$ cat src/rtl/mr_pulse_gen.sv
module mr_pulse_gen #(
  parameter int CLK_KHZ  = 50000,
  parameter int PRESS_MS = 1,
  parameter int HOLD_MS  = 200
) (
  input  logic clk,
  input  logic por_n,
  input  logic btn_n,
  input  logic supply_low,
  output logic rst_out,
  output logic rst_out_n
);
  localparam int PRESS_CYC = CLK_KHZ * PRESS_MS;
  localparam int HOLD_CYC  = CLK_KHZ * HOLD_MS;
  localparam int LW = $clog2(PRESS_CYC + 1);
  localparam int HW = $clog2(HOLD_CYC + 1);

  logic [1:0]    sync_q;
  logic [LW-1:0] low_cnt;
  logic [HW-1:0] hold_cnt;
  logic          rst_q;
  logic          press_ok;
  logic          cause;

  assign press_ok  = (low_cnt == LW'(PRESS_CYC));
  assign cause     = press_ok | supply_low;
  assign rst_out   = rst_q;
  assign rst_out_n = ~rst_q;

  always_ff @(posedge clk or negedge por_n) begin
    if (!por_n) begin
      sync_q <= 2'b11;
    end else begin
      sync_q <= {sync_q[0], btn_n};
    end
  end

  always_ff @(posedge clk or negedge por_n) begin
    if (!por_n) begin
      low_cnt <= '0;
    end else if (sync_q[1]) begin
      low_cnt <= '0;
    end else if (!press_ok) begin
      low_cnt <= low_cnt + 1'b1;
    end
  end

  always_ff @(posedge clk or negedge por_n) begin
    if (!por_n) begin
      hold_cnt <= HW'(HOLD_CYC);
      rst_q    <= 1'b1;
    end else if (cause) begin
      hold_cnt <= HW'(HOLD_CYC);
      rst_q    <= 1'b1;
    end else if (hold_cnt != '0) begin
      hold_cnt <= hold_cnt - 1'b1;
      rst_q    <= 1'b1;
    end else begin
      rst_q    <= 1'b0;
    end
  end
endmodule

$ cat config.mk
export PLATFORM = sky130hd
export DESIGN_NAME = mr_pulse_gen
export DESIGN_NICKNAME = d
export VERILOG_FILES = /design/src/rtl/mr_pulse_gen.sv
export SDC_FILE = /design/constraint.sdc
export NUM_CORES = 1
export LEC_CHECK = 0
export ABC_AREA = 0
export CAP_MARGIN = 5
export CORE_MARGIN = 2
export CORE_UTILIZATION = 50
export CTS_BUF_LIST = sky130_fd_sc_hd__clkbuf_4 sky130_fd_sc_hd__clkbuf_8 sky130_fd_sc_hd__clkbuf_16
export CTS_CLUSTER_SIZE = 10
export DETAILED_ROUTE_END_ITERATION = 7
export DONT_BUFFER_PORTS = 1
export GPL_ROUTABILITY_DRIVEN = 0
export PLACE_DENSITY_LB_ADDON = 0.2
export SLEW_MARGIN = 20
export SYNTH_ARGS = -nofsm -noshare
export SYNTH_HDL_FRONTEND = slang
export SYNTH_SLANG_ARGS = --single-unit
$ cat constraint.sdc
create_clock -name clk -period 3.5 [get_ports clk]
set_input_delay 0.525 -clock clk [delete_from_list [all_inputs] [get_ports clk]]
set_output_delay 0.525 -clock clk [all_outputs]
set_load 0.01 [all_outputs]
* Word-level counts from Yosys, hierarchy flattened
Cells that the tools add are included.
** Operators by class
- $add $sub $neg :: 2
- Equality and inequality tests :: 2
- Mux-type cells :: 6
- Bitwise operators :: 2
- Reduce and logical (&&, ||, !) cells :: 2
** Operator list (count)
- $mux 24 :: 2
- $mux 16 :: 2
- $reduce_bool 24->1 :: 1
- $sub 24x1->24 const B :: 1
- $add 16x1->16 const B :: 1
- $eq 16x16->1 const B :: 1
- $mux 1 :: 2
- $ne 2x2->1 const B :: 1
- $reduce_bool 2->1 :: 1
- $not 1->1 :: 1
- $or 1x1->1 :: 1
** Word-level totals
- Register bits :: 43
- Input port bits :: 4
- Output and inout port bits :: 2
- Word-level logic and storage cells :: 18

* Depth between registers and ports, before layout
Gate-level depths: netlist of the first run.
- Depth after elaboration :: 3
- Mapped depth :: 10
- Depth with buffers taken out :: 7

* Least setup slack after synthesis of the first run
No wires, ideal clock.
- Kind :: reg-to-reg
- From :: reg low_cnt[0]
- To :: reg rst_q (netlist: rst_out)
- Library setup time :: 94 ps
- Arrival :: 1891 ps
- Required time :: 3406 ps
- Setup slack :: 1515 ps
- Stages on the path, launching flop included :: 10
- Buffers on the path :: 2
- Clock period less this slack :: 1985 ps
- Cell sequence :: dfrtp_1 -> inv_1 -> ha_1 -> nand4_1 -> nor4b_1 -> and3_1 -> clkbuf_1 -> or2_2 -> buf_2 -> or4_1
** Between the ends
- Cells in the longest elaborated chain, start to end :: 3
** Ends and longest elaborated chain
- from (decl) :: RTL line 19 : logic [LW-1:0] low_cnt;
- from (signal assigned) :: RTL line 44 : low_cnt <= low_cnt + 1'b1;
- $eq 16x16->1 :: RTL line 25 : assign press_ok = (low_cnt == LW'(PRESS_CYC));
- $or 1x1->1 :: RTL line 26 : assign cause = press_ok | supply_low;
- $mux 1 :: RTL line 52 : end else if (cause) begin
- to (signal assigned) :: RTL line 51 : rst_q <= 1'b1;
- to (signal assigned) :: RTL line 54 : rst_q <= 1'b1;
- to (signal assigned) :: RTL line 57 : rst_q <= 1'b1;
- to (decl) :: RTL line 21 : logic rst_q;
No other way between the ends.
A chain may end at the register's enable or synchronous reset.

* Worst setup path after layout of the first run
- From :: reg hold_cnt[0]
- To :: reg hold_cnt[18]
** Between the ends
- Cells in the longest elaborated chain, start to end :: 3
- Elaborated cells between the ends (all ways) :: 5
- Classes of those cells :: add/sub (1); mux (2); reduce/logical (2)
** Ends and longest elaborated chain
- from (decl) :: RTL line 20 : logic [HW-1:0] hold_cnt;
- from (signal assigned) :: RTL line 50 : hold_cnt <= HW'(HOLD_CYC);
- from (signal assigned) :: RTL line 53 : hold_cnt <= HW'(HOLD_CYC);
- from (signal assigned) :: RTL line 56 : hold_cnt <= hold_cnt - 1'b1;
- $sub 24x1->24 :: RTL line 56
- $mux 24 :: RTL line 55 : end else if (hold_cnt != '0) begin
- $mux 24 :: RTL line 52
Several ways; a longest one is shown, not always the timed one. The select of a mux whose other input is x is not followed.

==> metrics, run 1 <==
largest net degree at the start of global routing 33; Clk pwr share 36.2%; Clock Pin Slew Worst Setup and Hold Paths 0.09 ns; nets around 240; uppermost routed layer met4; Final Hold Viols 0; Switching Share 26.8%; Finish-stage setup viols 0; dpl hpwl 2940 um; CTS H-tree depth 2; Cell Area, Synth 2260 um2; Starting Density 52.0%; WL met2 2220 um; Critical Path Most Common Cell or3_1; Worst Skew approximately 0.011 ns; Initial DRC Count 100; TNS Setup 0 ns; worst vdd ir 0.000195 V; placement-stage cell area roughly 2300 um2; ys async rst share 100%; internal power 792 uW; wl on met1 roughly 2000 um; Synth Register Bits 43; Boundary Pins 6; Max Cap Violations 0; max_slew headroom 61.6%; Antenna Nets Post-Route 0; worst skew pair latency 0.30 ns; Synth area leaders dfrtp_1, dfstp_2, xor2_1, nor2_1, nand2_1; Synth Net Count roughly 240; Wirelength per Cell 15.3 um; row cnt 24; Final Max Tran Viols 0; via count 1,667; Total Routing Usage GR between 10% and 20%; Synth-to-Final Area Change 7.63%; Buffers on Ports 0; vias per cell 5.77; Worst EP arrival 2.49 ns; number of synthesized flops with an enable pin 0; die area 5080 um2; GR Overflow Total 0; maximum root-to-sink buffer count 2; global-route wire length before repair 7770 um; FMAX 0.443 GHz; CP required 3.73 ns; post-route cell area 2430 um2; clock sinks 43; Distinct cells, synth 43; top-area cell type share of the netlist area 35.4%; total CTS buffers 5; HP Class in2async; Final Cycle Share 64.6%; pwr/cell area 445 nW/um2; sequential share of power between 50 and 60%; Critical Path Sink Type register; drt pass-1 iters 4; Total Wirelength between 4000 and 5000 um; Worst-Margin Slew approximately 0.57 ns; NetSw 290 uW; Synth Flop Type dfrtp_1; CTS tree built; sequence of cells on the critical path inv_1 -> ha_1 -> nor4b_2 -> nand4_1 -> or3_1 -> or3_1 -> a21oi_1; Synth Instances 234; Slowest-stage cell, CP nor4b_2; die width 71.3 um; WL met3 149 um; Setup CP Type reg2reg; Core Region 4350 um2; Startpoint Class register; largest area contributor in the netlist dfrtp_1; RSZ-0062 raised after global routing false; Root Driver clkbuf_8; synthesized area per cell 9.67 um2; Ys Warns 0; Resize count post-CTS 0; run status completed; vias in the first global route 1,687; layout cells sized above 1 ~14%; sequential element share of the synthesized area about 48%; min Tclk post-route 2.26 ns; worst-path fanout max 5; antenna cells 0; DIE HEIGHT 71.3 um; initial antenna violation count 0; Pleak 0.959 nW; Gate power share between 10% and 20%; drt drc 0; Worst path max stage delay around 0.46 ns
-- synth_stat cells (3+ instances only) --
cell	n
inv_1	8
clkbuf_1	4
or3_1	9
nand3b_1	3
nor2_1	30
a21oi_1	9
ha_1	4
dfstp_2	11
o31ai_1	3
nor4_1	6
nand4_1	11
dfrtp_1	32
xor2_1	19
o21ai_0	11
nand3_1	5
xnor2_1	6
nor3_1	7
o211ai_1	3
nand2_1	19
-- through the flow --
step                      util, %  worst slack [ns]  power [mW]  std cells  hold slack, ns
after floorplan                 -              1.51       0.662        234           0.229
after global placement       52.9              1.26       0.687        280           0.230
after detailed placement     52.9              1.26       0.689        280           0.231
after CTS                    55.9              1.24        1.10        289          0.0385
after global routing         55.9              1.02        1.14        289          0.0289
final                        55.9              1.24        1.08        289          0.0369
-- what timing repair did --
| action | 4_1_cts | 5_1_grt |
|---|---|---|
| endpoints found under the hold margin | 32 | 0 |
| buffers inserted | 0 | 0 |
| hold buffers | 1 | 0 |
-- worst max-delay path, delay by kind of cell, from the launching register on --
kind                     cells  cell delay, ns
AND/OR/NAND/NOR              4            1.36
flip-flops                   1            0.38
adder cells (fa/ha/maj)      1            0.20
AO/OA/AOI/OAI                1            0.14
buffers and inverters        1            0.11
-- power by group through the flow --
stage	clock network (mW)	logic (mW)	registers, mW
finish	0.392	0.131	0.559
global route	0.428	0.147	0.564
CTS	0.408	0.133	0.558
detailed placement	0	0.122	0.568
global placement	0	0.121	0.566
floorplan	0	0.105	0.558
-- flip-flops by register name, indices dropped and copies added, names as in the netlist --
name and count:
low_cnt 16, hold_cnt 24, rst_out 1, sync_q 2
-- cell usage in the layout (no fill, tap or decap), types with 2 or more instances in the layout --
cell type and instances:
dfrtp_1 32, nor2_1 30, nand2_1 19, xor2_1 19, nand4_1 11, o21ai_0 11, dfstp_2 11, or3_1 9
a21oi_1 9, inv_1 8, nor3_1 7, nor4_1 6, xnor2_1 6, nand3_1 5, clkbuf_8 5, ha_1 4
o211ai_1 3, nand3b_1 3, o31ai_1 3, nor4b_1 2, and3_1 2, or2_2 2, nor2b_1 2, or4_1 2
or4_4 2, nand2b_1 2, and4_1 2, mux2i_1 2
-- kinds of logic (layout without fill, tap and decap cells) --
family	after synthesis	after routing	share of synthesized area, %
simple gates	116	116	28.8
flops	43	43	48.2
compound gates	30	30	7.80
xor+xnor	25	25	9.68
buf+inv	14	17	2.43
fa+ha+maj	4	4	2.21
mux	2	2	0.885
-- path summary, 6_finish.rpt --
path,from,endpoint,slack [ns],depth (start not counted)
max,hold_cnt[0],hold_cnt[18],1.24,7
min reg2reg,sync_q[0],sync_q[1],0.36,0
max reg2reg,hold_cnt[0],hold_cnt[18],1.24,7
min,por_n,hold_cnt[5],0.04,1
min in group clk,btn_n,sync_q[0],0.22,0
max in group asynchronous,por_n,low_cnt[11],3.28,1
-- final cells by class --
| type | count | area, um2 |
|---|---|---|
| multi-input combinational | 177 | 1120 |
| fill | 401 | 1920 |
| timing repair buffer | 1 | 20.0 |
| inverter | 8 | 30.0 |
| tap | 52 | 65.1 |
| sequential | 43 | 1090 |
| clock buffer | 5 | 68.8 |
| clock inverter | 3 | 43.8 |
-- routing by layer --
metal / vias to the layer above / track usage (%)
li1: 830 / -
met1: 802 / 23.8
met2: 29 / 34.1
met3: 6 / 4.22
met4: 0 / 7.34
met5: - / 0
Power figures use the tool's default switching activity.
==> run 2: changes to the inputs <==
- clock period: 3.5 -> 1.82 ns (I/O delays scaled with it)
==> run 2 against run 1 <==
Effect of this change:
- the run now ends with negative setup slack left
- non-clock buffer count increased by 45
- cell count increased by 16%
- count of clock-buffer cells in the layout increased by 2
- worst hold slack improved by 0.10 ns
- design area increased by 21%
- largest power group unchanged
==> metrics, run 2 (synthesized netlist as in run 1, its figures left out) <==
Slowest-stage cell, CP or4_4 (was nor4b_2); dpl hpwl 3410 um (was 2940 um); max_slew headroom 70.8% (was 61.6%); layout cells sized above 1 35.8% (was 13.5%); Setup CP Type reg2reg (unchanged); sequence of cells on the critical path or4_4 -> nor3_4 -> o21ai_4 -> or4_4 -> a21oi_2 (was inv_1 -> ha_1 -> nor4b_2 -> nand4_1 -> or3_1 -> or3_1 -> a21oi_1); nets 289 (was 244); Critical Path Most Common Cell or4_4 (was or3_1); worst skew pair latency 0.30 ns (about the same); FMAX 0.514 GHz (was 0.443 GHz); Final Hold Viols 0 (unchanged); vias in the first global route 1,779 (was 1,687); min Tclk post-route 1.94 ns (was 2.26 ns); antenna cells 0 (unchanged); Worst-Margin Slew 0.435 ns (was 0.571 ns); max FFs per register 24 (unchanged); initial antenna violation count 0 (unchanged); pwr/cell area 787 nW/um2 (was 445 nW/um2); die width 71.3 um (unchanged); CP required 2.06 ns (was 3.73 ns); Startpoint Class register (unchanged); Finish-stage setup viols 6 (was 0); worst r2r path cells 5 (was 7); Pwr Total 2.33 mW (was 1.08 mW); via count 1,900 (was 1,667); Clk pwr share 32.6% (was 36.2%); failing checks negative setup slack; Reg2Reg Setup Slack -0.12 ns (was 1.24 ns); Pleak 1.21 nW (was 0.959 nW); hold-critical path depth 2; CTS H-tree depth 2 (unchanged); HP Class in2reg (was in2async); Starting Density 52.0% (unchanged); Clock Pin Slew Worst Setup and Hold Paths 0.09 ns (about the same); run status finished with violations (was completed); drt drc 0 (unchanged); row cnt 24 (unchanged); Total Wirelength 5290 um (was 4430 um); RSZ-0062 raised after global routing true (was false); total CTS buffers 5 (unchanged); Final Max Tran Viols 0 (unchanged); sequential share of power 45.9% (was 51.6%); largest net degree at the start of global routing 44 (was 33); Worst Skew 0.0140 ns (was 0.0112 ns); CTS tree built (unchanged); Total Routing Usage GR 20.9% (was 19.5%); NetSw 618 uW (was 290 uW); Worst path max stage delay 0.57 ns (was 0.46 ns); Final Cycle Share 107% (was 64.6%); Switching Share 26.6% (was 26.8%); Worst EP arrival 2.18 ns (was 2.49 ns); Buffers on Ports 0 (unchanged); commonest non-fill, non-tap cell in the layout buf_4 (was dfrtp_1); DP Worst Slack -0.0528 ns (was 1.26 ns); worst-path fanout max 5 (unchanged); maximum root-to-sink buffer count 2 (unchanged); Root Driver clkbuf_8 (unchanged); drt pass-1 iters 4 (unchanged); global-route wire length before repair 8220 um (was 7770 um); Antenna Nets Post-Route 0 (unchanged); reg2reg end hold_cnt[11] (was hold_cnt[18]); Core Region 4350 um2 (unchanged); Initial DRC Count 194 (was 100); Most flops, register hold_cnt (unchanged); TNS Setup -0.418 ns (was 0 ns); worst r2r src hold_cnt[8] (was hold_cnt[0]); Critical Path Sink Type register (unchanged); DIE HEIGHT 71.3 um (unchanged); clock sinks 43 (unchanged); GR Overflow Total 0 (unchanged); Max Cap Violations 0 (unchanged); Largest regs hold_cnt x24, low_cnt x16, sync_q x2 (unchanged); Synth-to-Final Area Change 30.6% (was 7.63%); worst vdd ir 0.000430 V (was 0.000195 V); Wirelength per Cell 15.8 um (was 15.3 um); internal power 1.71 mW (was 792 uW); die area 5080 um2 (unchanged); fillers 332 (was 401); Gate power share 21.5% (was 12.1%); vias per cell 5.69 (was 5.77); Hold EP hold_cnt[12]; Boundary Pins 6 (unchanged); Final WS setup -0.124 ns (was 1.24 ns); commonest non-fill, non-tap cells in the layout buf_4, dfrtp_1, nor2_1 (was dfrtp_1, nor2_1, nand2_1, xor2_1); HP Start supply_low; Critical Path Source hold_cnt[8] (was hold_cnt[0])
run 2: through the flow:
step / utilization [%] / hold WS, ns / cells / area [um2]
3_5_place_dp: 60.3 / -0.0213 / 319 / 2630
6_report: 67.8 / 0.141 / 334 / 2950
2_1_floorplan: - / -0.0226 / 234 / 2290
3_3_place_gp: 60.3 / -0.0210 / 319 / 2630
5_1_grt: 67.8 / 0.146 / 334 / 2950
4_1_cts: 64.8 / 0.143 / 332 / 2820
run 2: timing repair:
item	in CTS	in global routing
gates resized for setup	6	27
setup endpoints to repair	14	22
buffers inserted	2	4
cloned	0	0
pin swaps	4	10
endpoints found under the hold margin	44	0
hold buffers	3	0
run 2: per-layer routing:
layer	track usage, %	wire, um
met3	5.20	269
met5	0	0
met4	7.97	138
met2	33.8	2550
met1	27.1	2330
run 2: final cells by class:
cell class / count / area, um2 / area share (%)
multi-input combinational: 177 / 1280 / 43.2
sequential: 43 / 1090 / 36.9
timing repair buffer: 46 / 379 / 12.8
clock buffer: 7 / 83.8 / 2.84
tap: 52 / 65.1 / 2.20
clock inverter: 1 / 30.0 / 1.02
inverter: 8 / 30.0 / 1.02
run 2: worst max-delay path by stage:
stage	endpoint	slack, ns	cells after the start
3_3_place_gp	hold_cnt[23]	-0.03	8
5_1_grt	hold_cnt[18]	-0.20	6
6_report	hold_cnt[11]	-0.12	5
3_5_place_dp	hold_cnt[18]	-0.05	7
4_1_cts	hold_cnt[11]	-0.06	5
2_1_floorplan	hold_cnt[18]	-0.03	7
run 2: critical path, delay by kind of cell, from the launching register on:
kind            cells  cell delay, ns
compound gates      2            0.25
flops               1            0.42
simple gates        3            1.21
run 2: power by group through the flow:
stage | registers (mW) | logic, mW | clock network (mW)
global route | 1.07 | 0.545 | 0.815
CTS | 1.06 | 0.437 | 0.781
finish | 1.07 | 0.500 | 0.759
detailed placement | 1.08 | 0.399 | 0
global placement | 1.07 | 0.397 | 0
floorplan | 1.08 | 0.210 | 0
